--- config.mk ---
export PLATFORM = sky130hd
export DESIGN_NAME = prot_status_writer
export DESIGN_NICKNAME = d
export VERILOG_FILES = /design/src/rtl/prot_wr_pkg.sv /design/src/rtl/sclk_divider.sv /design/src/rtl/byte_shifter.sv /design/src/rtl/poll_timer.sv /design/src/rtl/prot_status_writer.sv
export SDC_FILE = /design/constraint.sdc
export NUM_CORES = 1
export LEC_CHECK = 0
export BUFFER_PORTS_ARGS = -buffer_cell sky130_fd_sc_hd__buf_2
export CORE_MARGIN = 1
export CORE_UTILIZATION = 27
export CTS_CLUSTER_SIZE = 30
export DETAILED_ROUTE_END_ITERATION = 8
export RECOVER_POWER = 100
export SETUP_SLACK_MARGIN = 0.1
export SYNTH_ARGS = -nofsm -noshare
export SYNTH_HDL_FRONTEND = slang
export SYNTH_SLANG_ARGS = --single-unit
--- constraint.sdc ---
create_clock -name clk -period 3.6 [get_ports clk]
set_input_delay 0.36 -clock clk [delete_from_list [all_inputs] [get_ports clk]]
set_output_delay 0.36 -clock clk [all_outputs]
set_load 0.02 [all_outputs]
--- src/rtl/prot_wr_pkg.sv ---
package prot_wr_pkg;

  localparam logic [7:0] CMD_WR_ENABLE = 8'h06;
  localparam logic [7:0] CMD_WR_STATUS = 8'h01;
  localparam logic [7:0] CMD_RD_STATUS = 8'h05;
  localparam logic [7:0] POLL_FILL     = 8'h00;

  typedef enum logic [2:0] {
    SQ_IDLE,
    SQ_ENABLE,
    SQ_GAP_A,
    SQ_WR_OP,
    SQ_WR_DATA,
    SQ_GAP_B,
    SQ_RD_OP,
    SQ_RD_POLL
  } seq_state_t;

  // write-in-progress lives in bit 0 of the returned status byte
  function automatic logic wip_set(input logic [7:0] stat);
    return stat[0];
  endfunction

  // states in which the completion timer runs
  function automatic logic timer_phase(input seq_state_t s);
    return (s == SQ_GAP_B) || (s == SQ_RD_OP) || (s == SQ_RD_POLL);
  endfunction

endpackage

--- src/rtl/sclk_divider.sv ---
module sclk_divider #(
  parameter int DIV = 2
) (
  input  logic clk,
  input  logic rst_n,
  input  logic en,
  output logic tick
);
  generate
    if (DIV <= 1) begin : g_pass
      assign tick = en;
    end else begin : g_count
      localparam int CW = $clog2(DIV);
      logic [CW-1:0] cnt;
      logic          wrap;
      assign wrap = (cnt == CW'(DIV - 1));
      always_ff @(posedge clk or negedge rst_n) begin
        if (!rst_n)            cnt <= '0;
        else if (!en || wrap)  cnt <= '0;
        else                   cnt <= cnt + 1'b1;
      end
      assign tick = en && wrap;
    end
  endgenerate
endmodule

--- src/rtl/byte_shifter.sv ---
module byte_shifter (
  input  logic       clk,
  input  logic       rst_n,
  input  logic       go,
  input  logic       abort,
  input  logic [7:0] tx,
  input  logic       tick,
  input  logic       miso,
  output logic       active,
  output logic       sclk,
  output logic       mosi,
  output logic       done,
  output logic [7:0] rx
);
  logic [7:0] sr;
  logic [2:0] nbit;

  always_ff @(posedge clk or negedge rst_n) begin
    if (!rst_n) begin
      sr     <= '0;
      rx     <= '0;
      nbit   <= '0;
      active <= 1'b0;
      sclk   <= 1'b0;
      done   <= 1'b0;
    end else begin
      done <= 1'b0;
      if (abort) begin
        active <= 1'b0;
        sclk   <= 1'b0;
      end else if (go) begin
        active <= 1'b1;
        sr     <= tx;
        sclk   <= 1'b0;
        nbit   <= '0;
      end else if (active && tick) begin
        if (!sclk) begin
          sclk <= 1'b1;
          rx   <= {rx[6:0], miso};
        end else begin
          sclk <= 1'b0;
          if (nbit == 3'd7) begin
            active <= 1'b0;
            done   <= 1'b1;
          end else begin
            nbit <= nbit + 1'b1;
            sr   <= {sr[6:0], 1'b0};
          end
        end
      end
    end
  end

  assign mosi = sr[7];

  // a byte finishes with the clock low and the engine stopped
  a_r3_byte_end_low: assert property (@(posedge clk) disable iff (!rst_n)
    done |-> (!sclk && !active));

  // the clock only moves while a byte is being shifted
  a_r10_clock_held: assert property (@(posedge clk) disable iff (!rst_n)
    !active && !go |=> $stable(sclk) || !sclk);
endmodule

--- src/rtl/poll_timer.sv ---
module poll_timer #(
  parameter int LIMIT = 1_600_000
) (
  input  logic clk,
  input  logic rst_n,
  input  logic clear,
  input  logic run,
  output logic expire
);
  localparam int TW = $clog2(LIMIT + 1);
  logic [TW-1:0] cnt;

  assign expire = run && (cnt == TW'(LIMIT - 1));

  always_ff @(posedge clk or negedge rst_n) begin
    if (!rst_n)              cnt <= '0;
    else if (clear)          cnt <= '0;
    else if (run && !expire) cnt <= cnt + 1'b1;
  end
endmodule

--- src/rtl/prot_status_writer.sv ---
module prot_status_writer
  import prot_wr_pkg::*;
#(
  parameter int CLK_DIV     = 4,
  parameter int CS_GAP      = 4,
  parameter int TIMEOUT_CYC = 1_600_000
) (
  input  logic       clk,
  input  logic       rst_n,
  input  logic       start_i,
  input  logic [7:0] status_i,
  input  logic       miso_i,
  output logic       sclk_o,
  output logic       cs_n_o,
  output logic       mosi_o,
  output logic       busy_o,
  output logic       done_o,
  output logic       err_o
);
  localparam int GW = $clog2(CS_GAP + 1);

  seq_state_t    st;
  logic [7:0]    hold_q;
  logic [7:0]    ld_byte;
  logic          ld;
  logic [GW-1:0] gap_cnt;
  logic          cs_q, done_q, err_q;

  // named internal events
  logic       byte_done;
  logic [7:0] rx_byte;
  logic       eng_active;
  logic       tick;
  logic       tmo_expire;
  logic       tmo_clear;
  logic       gap_over;

  assign gap_over  = (gap_cnt == GW'(CS_GAP - 1));
  assign tmo_clear = (st == SQ_WR_DATA) && byte_done;

  sclk_divider #(.DIV(CLK_DIV)) u_div (
    .clk(clk), .rst_n(rst_n), .en(eng_active), .tick(tick)
  );

  byte_shifter u_shift (
    .clk(clk), .rst_n(rst_n), .go(ld), .abort(tmo_expire), .tx(ld_byte),
    .tick(tick), .miso(miso_i), .active(eng_active), .sclk(sclk_o),
    .mosi(mosi_o), .done(byte_done), .rx(rx_byte)
  );

  poll_timer #(.LIMIT(TIMEOUT_CYC)) u_tmr (
    .clk(clk), .rst_n(rst_n), .clear(tmo_clear), .run(timer_phase(st)),
    .expire(tmo_expire)
  );

  always_ff @(posedge clk or negedge rst_n) begin
    if (!rst_n) begin
      st      <= SQ_IDLE;
      hold_q  <= '0;
      ld_byte <= '0;
      ld      <= 1'b0;
      gap_cnt <= '0;
      cs_q    <= 1'b1;
      done_q  <= 1'b0;
      err_q   <= 1'b0;
    end else begin
      ld     <= 1'b0;
      done_q <= 1'b0;
      err_q  <= 1'b0;
      if (tmo_expire) begin
        cs_q  <= 1'b1;
        err_q <= 1'b1;
        st    <= SQ_IDLE;
      end else begin
        case (st)
          SQ_IDLE: if (start_i) begin
            hold_q  <= status_i;
            cs_q    <= 1'b0;
            ld      <= 1'b1;
            ld_byte <= CMD_WR_ENABLE;
            st      <= SQ_ENABLE;
          end
          SQ_ENABLE: if (byte_done) begin
            cs_q    <= 1'b1;
            gap_cnt <= '0;
            st      <= SQ_GAP_A;
          end
          SQ_GAP_A: if (gap_over) begin
            cs_q    <= 1'b0;
            ld      <= 1'b1;
            ld_byte <= CMD_WR_STATUS;
            st      <= SQ_WR_OP;
          end else gap_cnt <= gap_cnt + 1'b1;
          SQ_WR_OP: if (byte_done) begin
            ld      <= 1'b1;
            ld_byte <= hold_q;
            st      <= SQ_WR_DATA;
          end
          SQ_WR_DATA: if (byte_done) begin
            cs_q    <= 1'b1;
            gap_cnt <= '0;
            st      <= SQ_GAP_B;
          end
          SQ_GAP_B: if (gap_over) begin
            cs_q    <= 1'b0;
            ld      <= 1'b1;
            ld_byte <= CMD_RD_STATUS;
            st      <= SQ_RD_OP;
          end else gap_cnt <= gap_cnt + 1'b1;
          SQ_RD_OP: if (byte_done) begin
            ld      <= 1'b1;
            ld_byte <= POLL_FILL;
            st      <= SQ_RD_POLL;
          end
          SQ_RD_POLL: if (byte_done) begin
            if (wip_set(rx_byte)) begin
              ld      <= 1'b1;
              ld_byte <= POLL_FILL;
            end else begin
              cs_q   <= 1'b1;
              done_q <= 1'b1;
              st     <= SQ_IDLE;
            end
          end
          default: st <= SQ_IDLE;
        endcase
      end
    end
  end

  assign cs_n_o = cs_q;
  assign busy_o = (st != SQ_IDLE);
  assign done_o = done_q;
  assign err_o  = err_q;

  // clock pulses only inside a chip-select window
  a_r4_clock_in_window: assert property (@(posedge clk) disable iff (!rst_n)
    sclk_o |-> !cs_n_o);

  // the window closes with the clock low
  a_r4_close_low: assert property (@(posedge clk) disable iff (!rst_n)
    $rose(cs_n_o) |-> !sclk_o);

  // inside a run, chip select stays high for more than one cycle
  a_r5_guard_time: assert property (@(posedge clk) disable iff (!rst_n)
    $rose(cs_n_o) && busy_o |=> cs_n_o);

  // completion and error never coincide
  a_r7_single_outcome: assert property (@(posedge clk) disable iff (!rst_n)
    !(done_o && err_o));

  // on timeout the link is closed and the block is idle
  a_r8_abort_clean: assert property (@(posedge clk) disable iff (!rst_n)
    err_o |-> (cs_n_o && !busy_o && !sclk_o));

  // the captured byte does not move during a run
  a_r9_byte_held: assert property (@(posedge clk) disable iff (!rst_n)
    busy_o |=> $stable(hold_q));
endmodule

==> results by group, run 1 <==
Logic synthesis
  – Share of the synthesized area in the top cell type: 45.6%
  – Yosys warnings: 0
  – Most area-hungry cell type in the Yosys netlist: dfrtp_1
  – Mapped cell area: 3450 um2
  – Synth Net Count: 361
  – Ranking of synthesized cells by area: dfrtp_1 46%, mux2i_1 4.9%, a21oi_1 3.3%, mux2_2 2.6%, nand2_1 2.6%
  – Async set-reset flop share out of synthesis: 100%
  – Post-synth cell types: 61
  – EDFF count, synth: 0
  – Mapped Cells: 343
  – Top FF cell, synth: dfrtp_1
  – Share of the yosys chip area belonging to registers: 46.4%
  – Yosys reg bits: 64
  – Avg Inst Size Synth: 10.1 um2

CTS
  – CTS tree: built
  – TritonCTS Buffers: 9
  – Root Buffer Master: clkbuf_16
  – Max clock buf depth: 2
  – CTS Hold Bufs: 0
  – Clk slew on worst S/H paths: 0.06 ns
  – # H-tree levels: 3
  – Worst-Skew Late Latency: 0.33 ns
  – Post-CTS sizing: 0
  – CTS sink cnt: 64
  – Post-CTS Setup Bufs: 0

Hold path
  – Worst hold path startpoint: miso_i
  – Worst Hold Depth: 2
  – Hold Crit Class: in2reg
  – Hold endpoint: u_shift.rx[0]

Placed design
  – Port bufs: 17
  – Dpl hpwl: 5020 um
  – Placer congestion estimate: 0.862
  – DP Cell Count: 515
  – Post-DP Area: 3680 um2

Critical path
  – CP Max Fanout: 22
  – Critical Path RT: 3.82 ns
  – Worst Path Class, Setup: reg2reg
  – Reg-to-reg critical path endpoint: u_shift.rx[0]
  – CP Data Arrival Time: 2.67 ns
  – Worst setup EP type: flip-flop
  – Reg2reg start: st[0]
  – Worst Reg-to-Reg Cells: 5
  – FF-to-FF setup slack: 1.14 ns
  – Setup crit start kind: flip-flop

STA
  – RSZ-0062 raised after global routing: no
  – Min Clock Period, post-route: 2.46 ns
  – Max Slew Vio Count: 49
  – Slew margin rel.: -71.6%
  – Max Clk Rate: 407 MHz
  – Slew at the pin closest to its max-slew limit: 2.57 ns
  – Final setup fails: 0
  – Final Hold Fails: 0
  – Layout Skew: 0.00628 ns
  – Fin crit share: 68.3%
  – Setup TNS: 0 ns

Floorplan
  – Total die area: 13300 um2
  – Die Height: 115 um
  – Core area: 12300 um2
  – Site Rows: 40
  – Die Wd: 115 um
  – Starting Density: 28.2%
  – I/O pin cnt: 18

Detailed routing
  – Iter 0 DRT Violations: 136
  – Remaining DRCs: 0
  – Vias: 2640
  – Vias/cell: 4.97
  – DR WL/cell: 13.6 um
  – First-pass detailed-route iteration total: 4
  – Drt total wl: 7220 um
  – Post-route ant nets: 0

Finish
  – Synthesis-to-finish area growth: 12.5%
  – Layout Nets: 376
  – Final Cell Area: 3890 um2
  – Post-Layout Cell Count: 531
  – Share of post-route cells with drive strength above 1: 12.4%
  – Antenna cells: 0

GRT
  – Gr ovfl total: 0
  – Largest net degree at the start of global routing: 49
  – GRT Util Overall: 11.9%
  – Vias in the first global route: 2529
  – Global-route wire length before repair: 12300 um
  – Antenna violations before repair: 0

Run
  – Max-Cap Viols: 1

Pwr
  – Leakage: 1.72 nW
  – Peak VDD IR: 0.000235 V
  – Pwr/cell area: 418 nW/um2

Outcome
  – Outcome: finished with violations
  – Failing checks: capacitance limit, slew limit
## layout by cell type, fill, tap and decap left out, drive strengths merged, types with 3 or more instances in the layout
master / instances
o22ai: 3
dfrtp: 63
nor2: 26
nor4b: 5
nand4: 7
a211oi: 4
nand3: 16
and4: 4
and4bb: 3
buf: 12
nor2b: 4
nand2b: 3
nor4: 6
a22oi: 4
inv: 19
and3: 4
o21ai: 24
nor3: 9
clkbuf: 17
clkinv: 4
xnor2: 5
ha: 6
mux2: 15
xor2: 3
or3: 10
a21oi: 24
nand2: 25
mux2i: 17
## logic make-up (layout without fill, tap and decap cells)
family / Yosys count / count (layout) / synth area share [%]
xor+xnor: 8 / 8 / 2.03
buf+inv: 34 / 54 / 4.49
fa+ha+maj: 6 / 6 / 2.17
mux: 32 / 32 / 9.82
simple gates: 131 / 131 / 22.7
flops: 64 / 64 / 46.4
compound gates: 68 / 68 / 12.4
## report_power, final
group / leakage (nW) / internal [mW] / total (mW) / switching [mW]
logic: 0.719 / 0.00507 / 0.0210 / 0.0159
clock network: 0.149 / 0.556 / 0.885 / 0.328
registers: 0.854 / 0.720 / 0.720 / 0
## how the worst max path moves through the flow
| stage | start | endpoint | slack (ns) | depth (start not counted) |
|---|---|---|---|---|
| after global placement | gap_cnt[0] | ld_byte[0] | 1.31 | 7 |
| after global routing | rst_n | u_tmr.cnt[7] | 0.62 | 1 |
| final | st[0] | u_shift.rx[0] | 1.14 | 5 |
| after detailed placement | gap_cnt[0] | ld_byte[0] | 1.24 | 7 |
| after CTS | gap_cnt[0] | ld_byte[0] | 1.22 | 7 |
| after floorplan | gap_cnt[0] | ld_byte[0] | 1.56 | 8 |
## state kept, by name, indices dropped and copies added (netlist names)
register and count:
u_shift.active 1, st 3, u_tmr.cnt 21, u_shift.nbit 3
cs_n_o 1, u_shift.done 1, u_shift.rx 1, u_shift.sr 8
done_o 1, u_div.g_count.cnt 2, hold_q 8, u_shift.sclk 1
err_o 1, ld 1, gap_cnt 3, ld_byte 8
## per-stage QoR
step | setup slack, ns | hold WS [ns] | util (%) | total power [mW]
after floorplan | 1.56 | 0.0644 | - | 0.733
after global placement | 1.31 | 0.425 | 30.0 | 0.754
after detailed placement | 1.24 | 0.431 | 30.0 | 0.755
after CTS | 1.22 | 0.243 | 32.5 | 1.65
after global routing | 0.621 | 0.245 | 31.7 | 1.68
final | 1.14 | 0.252 | 31.7 | 1.63
## per-layer routing
metal / GRT usage (%) / vias to the layer above / share of wire (%)
met5: 0 / - / 0
met4: 5.89 / 0 / 2.4
met3: 3.16 / 15 / 3.8
met2: 18.4 / 57 / 46
met1: 15.6 / 1301 / 47
li1: - / 1267 / -
## critical path, stage by stage, from the launching register on
cell and delay [ns]:
dfrtp_1 0.75, o21a_1 0.24, nand2_1 0.20, nor2_1 0.68
nor4_1 0.12, mux2_1 0.34
## Yosys cell counts (3+ instances only)
cell type	instances
dfrtp_1	63
nand2_1	24
nor2_1	24
a21oi_1	23
inv_1	17
mux2i_1	17
nand3_1	16
o21ai_0	15
or3_1	10
mux2_2	8
o21ai_1	8
buf_2	7
mux2_1	7
nor3_1	7
ha_1	6
nand4_1	6
clkbuf_1	5
xnor2_1	5
and3_1	4
and4_1	4
nor2b_1	4
a22oi_1	3
nand2b_1	3
nor4_1	3
nor4_2	3
nor4b_2	3
o22ai_1	3
xor2_1	3
## area by class of cell
type / count / area (um2)
well taps: 168 / 210
clock inverters: 6 / 68.8
repair buffers: 19 / 91.3
clock buffers: 10 / 239
fillers: 1274 / 8380
flip-flops and latches: 64 / 1600
multi-input cells: 245 / 1600
inverters: 19 / 71.3
Note: power is estimated with default switching activity, not from simulation.
==> run 2: changes to the inputs <==
Settings changed: ABC_AREA set to 1.
Clock period 3.6 ns to 2.4 ns, I/O delays scaled along.
==> run 2 against run 1 <==
The run still ends with capacitance limit, slew limit left; combinational power grew to 63 times the previous value; sequential power up 130%; wire length grew 7.5%; critical path type unchanged; largest power group is now sequential cells.
==> results by group, run 2 <==
Pwr
  – Sw Ratio: 36.3% (+15 points)
  – Peak VDD IR: 0.000423 V (+80%)
  – Clock power share: 31.4% (-23 points)
  – Comb power frac: 30.2% (+29 points)
  – Internal: 2.78 mW (+120%)
  – Sequential share of power: 38.4% (-5.9 points)
  – Pwr/cell area: 1060 nW/um2 (+150%)
  – Sw power: 1.58 mW (+360%)
  – Leakage: 1.89 nW (+9.7%)

Detailed routing
  – Remaining DRCs: 0 (unchanged)
  – DR WL/cell: 11.9 um (-13%)
  – Drt total wl: 7760 um (+7.5%)
  – Vias: 2990 (+13%)
  – Post-route ant nets: 0 (unchanged)
  – Iter 0 DRT Violations: 214 (+57%)
  – Vias/cell: 4.58 (-7.9%)
  – First-pass detailed-route iteration total: 4 (unchanged)

Logic synthesis
  – EDFF count, synth: 0 (unchanged)
  – Top FF cell, synth: dfrtp_1
  – Async set-reset flop share out of synthesis: 100% (unchanged)
  – Mapped Cells: 450 (+31%)
  – Post-synth cell types: 36 (-41%)
  – Most area-hungry cell type in the Yosys netlist: dfrtp_1
  – Ranking of synthesized cells by area: dfrtp_1 43%, nand2_1 11%, inv_1 5.3%, o21ai_2 5.3%, nand3_1 4.2%
  – Yosys reg bits: 64 (unchanged)
  – Most frequent cells after synthesis: 110 x nand2_1, 63 x dfrtp_1, 52 x inv_1
  – Share of the synthesized area in the top cell type: 43.2% (-2.5 points)
  – Share of the yosys chip area belonging to registers: 43.9% (-2.5 points)
  – Mapped cell area: 3650 um2 (+5.7%)
  – Avg Inst Size Synth: 8.11 um2 (-19%)
  – Synth Net Count: 468 (+30%)
  – Yosys warnings: 0 (unchanged)
  – Cell with the most instances after synthesis: nand2_1

Finish
  – Layout Nets: 490 (+30%)
  – Synthesis-to-finish area growth: 12.4% (about the same)
  – Filler cells: 1390 (+9.1%)
  – Fin util: 31.1% (-0.58 points)
  – Commonest non-fill, non-tap cells in the layout: 110 x nand2_1, 63 x dfrtp_1, 53 x inv_1
  – Share of post-route cells with drive strength above 1: 13.6% (+1.2 points)
  – Most common cell after layout, fill and taps aside: nand2_1
  – Most flop-heavy register: u_tmr.cnt
  – Antenna cells: 0 (unchanged)
  – Largest register FFs: 21 (unchanged)

GRT
  – Vias in the first global route: 2955 (+17%)
  – Gr ovfl total: 0 (unchanged)
  – Global-route wire length before repair: 13900 um (+13%)
  – GRT Util Overall: 12.2% (+0.21 points)
  – Antenna violations before repair: 0 (unchanged)
  – Largest net degree at the start of global routing: 38 (-22%)

Placed design
  – Port bufs: 17 (unchanged)
  – Placer congestion estimate: 0.897 (+4.0%)
  – Dpl hpwl: 5750 um (+15%)

CTS
  – CTS tree: built
  – Max clock buf depth: 2 (unchanged)
  – # H-tree levels: 3 (unchanged)
  – Clk slew on worst S/H paths: 0.05 ns (about the same)
  – Post-CTS sizing: 0 (unchanged)
  – TritonCTS Buffers: 9 (unchanged)
  – CTS sink cnt: 64 (unchanged)
  – Root Buffer Master: clkbuf_16
  – Worst-Skew Late Latency: 0.33 ns (about the same)

Critical path
  – Critical Path RT: 2.61 ns (-1.21 ns)
  – CP Max Fanout: 14 (-36%)
  – Worst setup EP type: flip-flop
  – CP Data Arrival Time: 2.29 ns (-0.38 ns)
  – Worst Path Class, Setup: reg2reg
  – Setup crit start kind: flip-flop

STA
  – Fin crit share: 86.4% (+18 points)
  – Max Slew Vio Count: 28 (-43%)
  – Slew at the pin closest to its max-slew limit: 1.54 ns (-1.03 ns)
  – Slew margin rel.: -2.96% (+69 points)
  – Final Hold Fails: 0 (unchanged)
  – Max Clk Rate: 482 MHz (+19%)
  – Layout Skew: 0.00533 ns (-0.000946 ns)
  – Final setup fails: 0 (unchanged)
  – Setup TNS: 0 ns (unchanged)
  – Min Clock Period, post-route: 2.07 ns (-0.385 ns)
  – RSZ-0062 raised after global routing: no

Outcome
  – Failing checks: capacitance limit, slew limit
  – Outcome: finished with violations

Floorplan
  – Total die area: 14000 um2 (+5.6%)
  – I/O pin cnt: 18 (unchanged)
  – Die Wd: 118 um (+2.8%)
  – Core area: 13200 um2 (+7.6%)
  – Site Rows: 42 (+5.0%)
  – Die Height: 118 um (+2.8%)
  – Starting Density: 27.7% (-0.49 points)

Hold path
  – Hold Crit Class: in2reg

Run
  – Max-Cap Viols: 1 (unchanged)
==> run 2: worst paths after layout <==
kind / startpoint / endpoint / slack, ns / cells after the start
max in group asynchronous: rst_n / cs_n_o / 0.63 / 3
min: status_i[7] / hold_q[7] / 0.14 / 2
max: u_tmr.cnt[0] / u_shift.sr[7] / 0.33 / 8
min reg2reg: u_div.g_count.cnt[0] / u_div.g_count.cnt[0] / 0.44 / 1
max reg2reg: u_tmr.cnt[0] / u_shift.sr[7] / 0.33 / 8
min in group asynchronous: rst_n / u_tmr.cnt[4] / 0.83 / 2
==> run 2: logic make-up after synthesis <==
logic type | Yosys count | synth area share (%)
xor+xnor | 5 | 1.20
fa+ha+maj | 6 | 2.06
buf+inv | 69 | 8.09
mux | 7 | 2.16
flops | 64 | 43.9
compound gates | 68 | 12.2
simple gates | 231 | 30.4
==> run 2: cell type report <==
cell class / instances / area, um2 / share of cell area [%]
repair buffers: 20 / 114 / 2.77
multi-input cells: 317 / 1630 / 39.7
clock inverters: 6 / 85.1 / 2.07
well taps: 176 / 220 / 5.37
inverters: 60 / 225 / 5.49
clock buffers: 10 / 229 / 5.58
flip-flops and latches: 64 / 1600 / 39.1
==> run 2: repair_timing <==
item,CTS,global route
setup endpoints to repair,0,0
buffers inserted,0,0
hold buffers,1,0
endpoints found under the hold margin,27,0
==> run 2: worst max-delay path, stage by stage (launching register included) <==
cell	delay, ns
dfrtp_1	0.41
ha_1	0.24
nand3_2	0.18
nor2_4	0.25
nand4_1	0.31
o21ai_4	0.22
inv_2	0.16
o211ai_1	0.11
nand2_1	0.06
==> run 2: through the flow <==
stage | hold WS [ns] | cell area [um2] | power [mW] | cells | setup slack (ns)
2_1_floorplan | -0.0556 | 3650 | 2.86 | 450 | 0.690
3_3_place_gp | 0.297 | 3920 | 3.10 | 636 | 0.474
3_5_place_dp | 0.303 | 3920 | 3.17 | 636 | 0.386
4_1_cts | 0.131 | 4240 | 4.55 | 653 | 0.385
5_1_grt | 0.139 | 4100 | 4.71 | 653 | 0.0891
6_report | 0.138 | 4100 | 4.36 | 653 | 0.327
==> run 2: per-layer routing <==
layer | vias up | GRT usage (%) | wire [um]
li1 | 1514 | - | -
met1 | 1397 | 16.5 | 3760
met2 | 70 | 18.8 | 3480
met3 | 9 | 2.41 | 389
met4 | 0 | 5.21 | 125
met5 | - | 0 | 0
==> run 2: power groups by stage <==
stage	logic, mW	clock network [mW]	registers [mW]
after floorplan	1.25	0	1.60
after global placement	1.42	0	1.68
after detailed placement	1.47	0	1.70
after CTS	1.48	1.39	1.68
after global routing	1.55	1.44	1.72
final	1.32	1.37	1.68
==> run 3: changes to the inputs <==
Settings changed: PLACE_DENSITY set to 0.46.
==> run 3 against run 2 <==
The run still ends with capacitance limit, slew limit left; critical path depth rose by 2; sequential power barely moved; first-iteration DRC count rose by 4.2%; register-to-register slack got worse by 0.02 ns; final area rose by 0.37%; maximum frequency fell by 0.98%; worst hold slack got worse by 0.010 ns; clock power rose by 3%; utilization rose by 0.11 points; clock-buffer cell count fell by 1; via count fell by 2.7%; critical endpoint is now u_tmr.cnt[15]; largest power group unchanged.
==> results by group, run 3 (same netlist as run 2, synthesis figures left out) <==
Detailed routing
  – Vias/cell: 4.45 (-2.7%)
  – Iter 0 DRT Violations: 223 (+4.2%)
  – Post-route ant nets: 0 (unchanged)
  – Remaining DRCs: 0 (unchanged)
  – First-pass detailed-route iteration total: 4 (unchanged)
  – Vias: 2908 (-2.7%)
  – Drt total wl: 8270 um (+6.7%)
  – DR WL/cell: 12.7 um (+6.7%)

Finish
  – Layout Nets: 490 (unchanged)
  – Most common cell after layout, fill and taps aside: nand2_1
  – Share of post-route cells with drive strength above 1: 14.0% (+0.42 points)
  – Commonest non-fill, non-tap cells in the layout: 110 x nand2_1, 63 x dfrtp_1, 53 x inv_1
  – Antenna cells: 0 (unchanged)
  – Synthesis-to-finish area growth: 12.8%
  – Most flop-heavy register: u_tmr.cnt
  – Largest register FFs: 21 (unchanged)

GRT
  – Largest net degree at the start of global routing: 40 (+5.3%)
  – Gr ovfl total: 0 (unchanged)
  – Global-route wire length before repair: 14500 um (+4.5%)
  – Grt met1 use: 18.9% (+2.4 points)
  – Antenna violations before repair: 0 (unchanged)
  – GRT Util Overall: 13.3% (+1.1 points)
  – GR peak layer: met2
  – Vias in the first global route: 2908 (-1.6%)
  – Met3 global-route usage: 2.70% (+0.29 points)
  – Met2 usage: 18.9% (+0.11 points)

STA
  – Max Slew Vio Count: 26 (-7.1%)
  – RSZ-0062 raised after global routing: no
  – Max Clk Rate: 478 MHz (-0.98%)
  – Final Hold Fails: 0 (unchanged)
  – Fin crit share: 87.2% (+0.86 points)
  – Setup TNS: 0 ns (unchanged)
  – Slew margin rel.: -5.38% (-2.4 points)
  – Min Clock Period, post-route: 2.09 ns (+0.0206 ns)
  – Slew at the pin closest to its max-slew limit: 1.58 ns (+0.0363 ns)
  – Final setup fails: 0 (unchanged)
  – Layout Skew: 0.00269 ns (-0.00264 ns)

CTS
  – CTS tree: built
  – Post-CTS Setup Bufs: 0 (unchanged)
  – # H-tree levels: 3 (unchanged)
  – Worst-Skew Late Latency: 0.34 ns (about the same)
  – Root Buffer Master: clkbuf_16
  – Max clock buf depth: 2 (unchanged)
  – TritonCTS Buffers: 9 (unchanged)
  – Clk slew on worst S/H paths: 0.06 ns (about the same)
  – CTS sink cnt: 64 (unchanged)

Floorplan
  – Core area: 13200 um2 (unchanged)
  – Starting Density: 27.7% (unchanged)
  – Die Height: 118 um (unchanged)
  – Die Wd: 118 um (unchanged)
  – Site Rows: 42 (unchanged)
  – I/O pin cnt: 18 (unchanged)
  – Total die area: 14000 um2 (unchanged)

Pwr
  – Pwr/cell area: 1070 nW/um2 (+0.48%)
  – Total power: 4.40 mW (+0.85%)
  – Peak VDD IR: 0.000349 V (-17%)
  – Leakage: 1.90 nW (+0.71%)

Critical path
  – Worst setup EP type: flip-flop
  – Setup crit start kind: flip-flop
  – CP Data Arrival Time: 2.32 ns (+0.03 ns)
  – CP Max Fanout: 13 (-1)
  – Worst Path Class, Setup: reg2reg
  – Critical Path RT: 2.63 ns (+0.02 ns)

Outcome
  – Outcome: finished with violations
  – Failing checks: capacitance limit, slew limit

Run
  – Max-Cap Viols: 1 (unchanged)

Placed design
  – Placer congestion estimate: 0.809 (-9.8%)
  – Dpl hpwl: 6040 um (+5.0%)
  – Port bufs: 17 (unchanged)

Hold path
  – Hold Crit Class: in2reg
[run 3: repair_timing]
action | in CTS | in global routing
hold buffers | 1 | 0
resized for setup | 0 | 0
endpoints found under the hold margin | 25 | 0
[run 3: metal layers]
metal  share of wire, %  vias to the layer above
li1                   -                     1518
met1                 51                     1314
met2                 41                       62
met3                5.0                       14
met4                2.4                        0
met5                  0                        -
[run 3: critical path: stages (launching register included)]
cell	delay (ns)
dfrtp_1	0.43
ha_1	0.26
nand3_2	0.19
nor2_4	0.27
nand3_4	0.13
nand2_4	0.14
inv_1	0.23
nand3_1	0.17
nand2_1	0.06
nand2_1	0.05
nor2_1	0.05
[run 3: path summary, 6_finish.rpt]
kind | to | slack (ns) | startpoint | depth (start not counted)
setup / recovery | u_tmr.cnt[15] | 0.31 | u_tmr.cnt[0] | 10
hold / removal | hold_q[0] | 0.13 | status_i[0] | 2
setup reg to reg | u_tmr.cnt[15] | 0.31 | u_tmr.cnt[0] | 10
hold reg to reg | u_div.g_count.cnt[0] | 0.44 | u_div.g_count.cnt[0] | 1
max in group asynchronous | cs_n_o | 0.60 | rst_n | 3
min in group asynchronous | u_tmr.cnt[6] | 0.83 | rst_n | 2
[run 3: report_power, final]
group	switching (mW)	internal, mW
clock network	0.501	0.909
logic	0.851	0.463
registers	0.261	1.41
[run 3: cell type report]
class | count | area, um2
sequential | 64 | 1600
timing repair buffer | 20 | 114
clock buffer | 9 | 225
tap | 176 | 220
multi-input combinational | 317 | 1630
inverter | 60 | 228
fill | 1402 | 9070
clock inverter | 7 | 96.3
[run 3: per-stage QoR]
| stage | std cells | hold slack (ns) | utilization (%) | cell area [um2] | worst slack [ns] |
|---|---|---|---|---|---|
| after global placement | 636 | 0.303 | 29.7 | 3920 | 0.435 |
| after detailed placement | 636 | 0.313 | 29.7 | 3920 | 0.342 |
| final | 653 | 0.127 | 31.2 | 4120 | 0.306 |
| after global routing | 653 | 0.123 | 31.2 | 4120 | 0.0957 |
| after CTS | 653 | 0.118 | 32.2 | 4250 | 0.324 |
| after floorplan | 450 | -0.0556 | - | 3650 | 0.690 |
